==> src/rtl/irq_steer_pkg.sv <==
package irq_steer_pkg;
   localparam int TGT_W   = 4;
   localparam int NUM_IRQ = 1 << TGT_W;

   typedef struct packed {
      logic             off;
      logic [TGT_W-1:0] tgt;
   } route_t;

   localparam route_t ROUTE_RST = '{off: 1'b1, tgt: '0};
endpackage

==> src/rtl/irq_sync2.sv <==
module irq_sync2 #(
   parameter int W = 8
) (
   input  logic         clk,
   input  logic         rst_n,
   input  logic [W-1:0] d,
   output logic [W-1:0] q
);
   logic [W-1:0] meta;
   logic [1:0]   warm;

   always_ff @(posedge clk or negedge rst_n) begin
      if (!rst_n) begin
         meta <= '0;
         q    <= '0;
         warm <= '0;
      end else begin
         meta <= d;
         q    <= meta;
         if (warm != 2'd2) warm <= warm + 2'd1;
      end
   end

   // output equals input from two edges earlier
   p_two_flop_r8: assert property (@(posedge clk) disable iff (!rst_n)
      (warm == 2'd2) |-> (q == $past(d, 2)));
endmodule

==> src/rtl/irq_route_regs.sv <==
module irq_route_regs
   import irq_steer_pkg::*;
#(
   parameter int                NUM_SRC   = 8,
   parameter int                BANK_SIZE = 4,
   parameter int                ADDR_W    = 8,
   parameter int                DATA_W    = 8,
   parameter int                OFF_BIT   = 7,
   parameter logic [ADDR_W-1:0] BANK0     = 8'h60,
   parameter logic [ADDR_W-1:0] BANK1     = 8'h68
) (
   input  logic                clk,
   input  logic                rst_n,
   input  logic                wr_en,
   input  logic [ADDR_W-1:0]   reg_addr,
   input  logic [DATA_W-1:0]   wr_data,
   output logic [DATA_W-1:0]   rd_data,
   output route_t [NUM_SRC-1:0] routes
);
   logic [NUM_SRC-1:0] hit;

   for (genvar s = 0; s < NUM_SRC; s++) begin : g_reg
      localparam logic [ADDR_W-1:0] BASE  = (s < BANK_SIZE) ? BANK0 : BANK1;
      localparam logic [ADDR_W-1:0] MY_AD = BASE + ADDR_W'(s % BANK_SIZE);

      assign hit[s] = (reg_addr == MY_AD);

      always_ff @(posedge clk or negedge rst_n) begin
         if (!rst_n)
            routes[s] <= ROUTE_RST;
         else if (wr_en && hit[s])
            routes[s] <= '{off: wr_data[OFF_BIT], tgt: wr_data[TGT_W-1:0]};
      end

      // reserved bits never reach the stored route
      p_rsvd_ignored_r3: assert property (@(posedge clk) disable iff (!rst_n)
         (wr_en && hit[s] && (wr_data[OFF_BIT-1:TGT_W] != '0)) |=>
         (routes[s] == route_t'({$past(wr_data[OFF_BIT]), $past(wr_data[TGT_W-1:0])})));
   end

   always_comb begin
      rd_data = '0;
      for (int s = 0; s < NUM_SRC; s++) begin
         if (hit[s]) begin
            rd_data[OFF_BIT]     = routes[s].off;
            rd_data[TGT_W-1:0]   = routes[s].tgt;
         end
      end
   end

   // writes to unmapped addresses leave every route unchanged
   p_miss_keeps_r2: assert property (@(posedge clk) disable iff (!rst_n)
      (wr_en && (hit == '0)) |=> $stable(routes));

   // at most one register answers an address
   p_one_hit_r2: assert property (@(posedge clk) disable iff (!rst_n)
      $onehot0(hit));
endmodule

==> src/rtl/irq_route_matrix.sv <==
module irq_route_matrix
   import irq_steer_pkg::*;
#(
   parameter int                 NUM_SRC    = 8,
   parameter logic [NUM_IRQ-1:0] LEGAL_MASK = 16'hDEF8
) (
   input  route_t [NUM_SRC-1:0] routes,
   input  logic   [NUM_SRC-1:0] active,
   output logic   [NUM_IRQ-1:0] irq
);
   for (genvar k = 0; k < NUM_IRQ; k++) begin : g_irq
      if (LEGAL_MASK[k]) begin : g_legal
         logic [NUM_SRC-1:0] drive;
         for (genvar s = 0; s < NUM_SRC; s++) begin : g_src
            assign drive[s] = active[s] && !routes[s].off &&
                              (routes[s].tgt == TGT_W'(k));
         end
         assign irq[k] = |drive;
      end else begin : g_tied
         assign irq[k] = 1'b0;
      end
   end
endmodule

==> src/rtl/irq_steer_router.sv <==
module irq_steer_router
   import irq_steer_pkg::*;
#(
   parameter int                 NUM_SRC    = 8,
   parameter int                 BANK_SIZE  = 4,
   parameter int                 ADDR_W     = 8,
   parameter int                 DATA_W     = 8,
   parameter int                 OFF_BIT    = 7,
   parameter logic [ADDR_W-1:0]  BANK0      = 8'h60,
   parameter logic [ADDR_W-1:0]  BANK1      = 8'h68,
   parameter logic [NUM_IRQ-1:0] LEGAL_MASK = 16'hDEF8
) (
   input  logic                clk,
   input  logic                rst_n,
   input  logic [NUM_SRC-1:0]  pirq_n,
   input  logic                wr_en,
   input  logic [ADDR_W-1:0]   reg_addr,
   input  logic [DATA_W-1:0]   wr_data,
   output logic [DATA_W-1:0]   rd_data,
   output logic [NUM_IRQ-1:0]  irq_out
);
   if (NUM_SRC != 2 * BANK_SIZE) begin : g_bad_banks
      $error("source count must fill both register banks");
   end
   if (OFF_BIT != DATA_W - 1 || OFF_BIT <= TGT_W) begin : g_bad_fields
      $error("switch-off bit must be the top data bit, above the target field");
   end

   route_t [NUM_SRC-1:0] routes;
   logic   [NUM_SRC-1:0] active;

   irq_sync2 #(.W(NUM_SRC)) u_sync (
      .clk   (clk),
      .rst_n (rst_n),
      .d     (~pirq_n),
      .q     (active)
   );

   irq_route_regs #(
      .NUM_SRC   (NUM_SRC),
      .BANK_SIZE (BANK_SIZE),
      .ADDR_W    (ADDR_W),
      .DATA_W    (DATA_W),
      .OFF_BIT   (OFF_BIT),
      .BANK0     (BANK0),
      .BANK1     (BANK1)
   ) u_regs (
      .clk      (clk),
      .rst_n    (rst_n),
      .wr_en    (wr_en),
      .reg_addr (reg_addr),
      .wr_data  (wr_data),
      .rd_data  (rd_data),
      .routes   (routes)
   );

   irq_route_matrix #(
      .NUM_SRC    (NUM_SRC),
      .LEGAL_MASK (LEGAL_MASK)
   ) u_matrix (
      .routes (routes),
      .active (active),
      .irq    (irq_out)
   );

   // non-permitted IRQ numbers are never driven
   p_illegal_quiet_r5: assert property (@(posedge clk) disable iff (!rst_n)
      ((irq_out & ~LEGAL_MASK) == '0));

   // with every source switched off, the vector is silent
   p_all_off_quiet_r7: assert property (@(posedge clk) disable iff (!rst_n)
      (&{routes[7].off, routes[6].off, routes[5].off, routes[4].off,
         routes[3].off, routes[2].off, routes[1].off, routes[0].off})
      |-> (irq_out == '0));

   // no asserted synchronized source means no IRQ
   p_idle_quiet_r7: assert property (@(posedge clk) disable iff (!rst_n)
      (active == '0) |-> (irq_out == '0));
endmodule

==> config.mk <==
export PLATFORM = sky130hd
export DESIGN_NAME = irq_steer_router
export DESIGN_NICKNAME = d
export VERILOG_FILES = /design/src/rtl/irq_steer_pkg.sv /design/src/rtl/irq_sync2.sv /design/src/rtl/irq_route_regs.sv /design/src/rtl/irq_route_matrix.sv /design/src/rtl/irq_steer_router.sv
export SDC_FILE = /design/constraint.sdc
export NUM_CORES = 1
export LEC_CHECK = 0
export ABC_CLOCK_PERIOD_IN_PS = 3060
export BUFFER_PORTS_ARGS = -buffer_cell sky130_fd_sc_hd__buf_2
export CAP_MARGIN = 10
export CORE_ASPECT_RATIO = 1.75
export CORE_UTILIZATION = 30
export DETAILED_ROUTE_END_ITERATION = 16
export GPL_TIMING_DRIVEN = 0
export PLACE_DENSITY_LB_ADDON = 0.08
export SLEW_MARGIN = 20
export SYNTH_ARGS = -nofsm -noshare
export SYNTH_HDL_FRONTEND = slang
export SYNTH_HIERARCHICAL = 1
export SYNTH_SLANG_ARGS = --single-unit
==> constraint.sdc <==
create_clock -name clk -period 3.06 [get_ports clk]
set_input_delay 0.153 -clock clk [delete_from_list [all_inputs] [get_ports clk]]
set_output_delay 0.153 -clock clk [all_outputs]
set_load 0.01 [all_outputs]
==> flow_summary.ini <==
[sta]
holdWs_ps = 289
finalCritPeriodShare = 0.751
slew_viol_final = 0
rsz0062_at_grt = no
tightestPinTransition_ps = 737
finalSetupViolations = 0
skew_ps = 6.65
hold_viol_final = 0
min_period_ps = 2300
fin_tns_setup_ps = 0
fmax_mhz = 435
max_slew_margin = 0.504

[detailed_routing]
drt-total-wl_um = 11800
vias_per_cell = 5.60
antenna_left = 0
route.detailed.drc = 0
highest_layer = met4
wl_met1_um = 4450
met2_length_um = 6350
dr_wl_met3_um = 372
wl_per_cell_um = 23.8
drtIter0Drc = 184
num_vias = 2787
first_pass_iters = 4

[clock_network]
clkTransAtPathRegs_ps = 70
cts_resized = 0
clkLatencyLatePin_ps = 300
cts_buffer_depth = 2
ctsHtreeMaxLevel = 2
cts.sink_count = 56
cts_tree = yes
cts-root-buf = clkbuf_16
postCtsSetupBuffers = 0
numCtsBuffers = 5

[hold_path]
min_from = reg_addr[1]
hp-class = primary input to flip-flop
hold_depth = 3
holdPathEnd = u_regs/routes[16]

[worst_setup_path]
path_max_fanout = 5
reg2reg_to = u_regs/routes[35]
r2r_slack_ps = 2130
end_kind = output port
required_ps = 2910
worstPathArrival_ps = 2140
reg2reg_depth = 1
rr_startpoint = u_regs/routes[35]
critPathLaunchType = flip-flop
path_class = flip-flop to output port

[logic_synthesis]
synth_area_per_cell_um2 = 11.1
synth_area_leader_cell = dfrtp_1
synth_area_leaders = dfrtp_1 35%, mux2_2 14%, dfstp_2 6.2%
yosysWarningCount = 6
synth_edf_count = 0
netlist_area_mm2 = 0.00341
post-synth-top-count-cell = dfrtp_1
async_flop_share = 1.00
synth_top_area_share = 0.353
ys_seq_elements = 56
ys_types = 45
ys.flop_type = dfrtp_1
seq_area_frac_synth = 0.414
synth_common_cells = 48 x dfrtp_1, 41 x mux2_2, 22 x nand2_1, 20 x nand2b_1, 17 x o22ai_1
syn-instance-count = 306

[placement]
io_buffers = 37
place_inst = 481
gp_congestion = 0.979
dp_hpwl_um = 9040

[power]
p_sw_frac = 0.263
switchingPower_w = 0.000428
cell_internal_pwr_w = 0.00120
ir_drop_uv = 278
clkPwrFrac = 0.365
combinationalPowerShare = 0.119
power_density_mw_per_mm2 = 405
seq_power_share = 0.516
p_leak_nw = 1.74

[global_route]
overflow = 0
grt_max_degree = 57
grtUsageTotal = 0.215
antenna_found_initial = 0
grt_pass1_wl_um = 17700
grt_pass1_vias = 2868

[cells_and_area]
syn2layout_area_growth_pct = 18.1
fin_util = 0.362
final_cells = 498
fin_nets = 392
layout-drive-gt1-share = 0.344
n_antenna_cell = 0

[die]
rows = 51
die_w_um = 82.5
die_h_um = 143
die_area_mm2 = 0.0118
start_util = 0.307
io-pin-count = 51
core-area_mm2 = 0.0111

[run]
cap_violations = 0

[status]
outcome = finished clean
[stage by stage]
stage,total power [W],setup WS (ps),cell area (um^2)
after floorplan,0.000940,1560,3430
after global placement,0.00104,1120,3780
after detailed placement,0.00104,1130,3780
after CTS,0.00164,809,4020
after global routing,0.00169,746,4020
final,0.00163,763,4020
[cells by family after synthesis]
group           share of synthesized area
compound gates                     0.0827
buf+inv                            0.0474
flops                               0.414
mux                                 0.194
other cells                       0.00221
simple gates                        0.259
[power by group through the flow]
stage	logic, W	clock network [W]	registers, W
final	0.000193	0.000594	0.000840
after global routing	0.000211	0.000637	0.000847
after CTS	0.000195	0.000609	0.000840
after detailed placement	0.000185	0	0.000854
after global placement	0.000183	0	0.000854
after floorplan	0.000113	0	0.000827
[layout make-up]
type,instances,area [um^2]
fill,1171,7080
multi-input combinational,231,1860
sequential,56,1410
timing repair buffer,46,278
tap,132,165
clock buffer,7,143
buffer,14,120
inverter,11,41.3
clock inverter,1,7.51
[registers in the layout, indices dropped and copies added, names as in the netlist]
| signal | count |
|---|---|
| u_regs/routes | 40 |
| u_sync/q | 8 |
| u_sync/meta | 8 |
[repair_timing]
item,4_1_cts,5_1_grt
hold buffers,9,0
setup endpoints to repair,0,0
hold endpoints to repair,56,0
[placed cells by master (no fill, tap or decap), types with 3 or more instances in the layout]
cell           count
nor2b_1            3
mux4_2             8
buf_6              5
buf_4              9
nor3_1            13
o22ai_1           17
nor4b_1            5
a31oi_1            5
a21oi_1            3
nor3b_1            3
nor2_1            14
a311oi_1           3
buf_2             36
conb_1             8
dfstp_2            8
a22o_2             4
nand4bb_1          7
nand2_1           22
clkbuf_16          5
mux2_2            41
inv_1             11
nand2b_1          20
nand4b_1           8
nor4_1            16
dfrtp_1           48
nand3_1            3
dlygate4sd3_1      9
[worst max-delay path by stage]
stage | startpoint | to | slack [ps] | cells after the start
2_1_floorplan | u_regs/routes[39] | irq_out[11] | 1560 | 3
3_3_place_gp | u_regs/routes[19] | irq_out[4] | 1120 | 5
3_5_place_dp | u_regs/routes[19] | irq_out[4] | 1130 | 5
4_1_cts | u_regs/routes[19] | irq_out[4] | 810 | 5
5_1_grt | u_regs/routes[19] | irq_out[4] | 750 | 5
6_report | u_regs/routes[19] | irq_out[4] | 760 | 5
[routing by layer]
metal  track usage  vias to the layer above
met3        0.0217                       27
met5             0                        -
met2         0.387                      100
met4         0.125                        0
li1              -                     1278
met1         0.236                     1382
[critical path: stages (launching register included)]
cell       delay [ps]
dfstp_2           570
nand4bb_1         220
nor3_1             70
nor4_1            670
nand2_1           140
buf_2             180
Power figures use the tool's default switching activity.
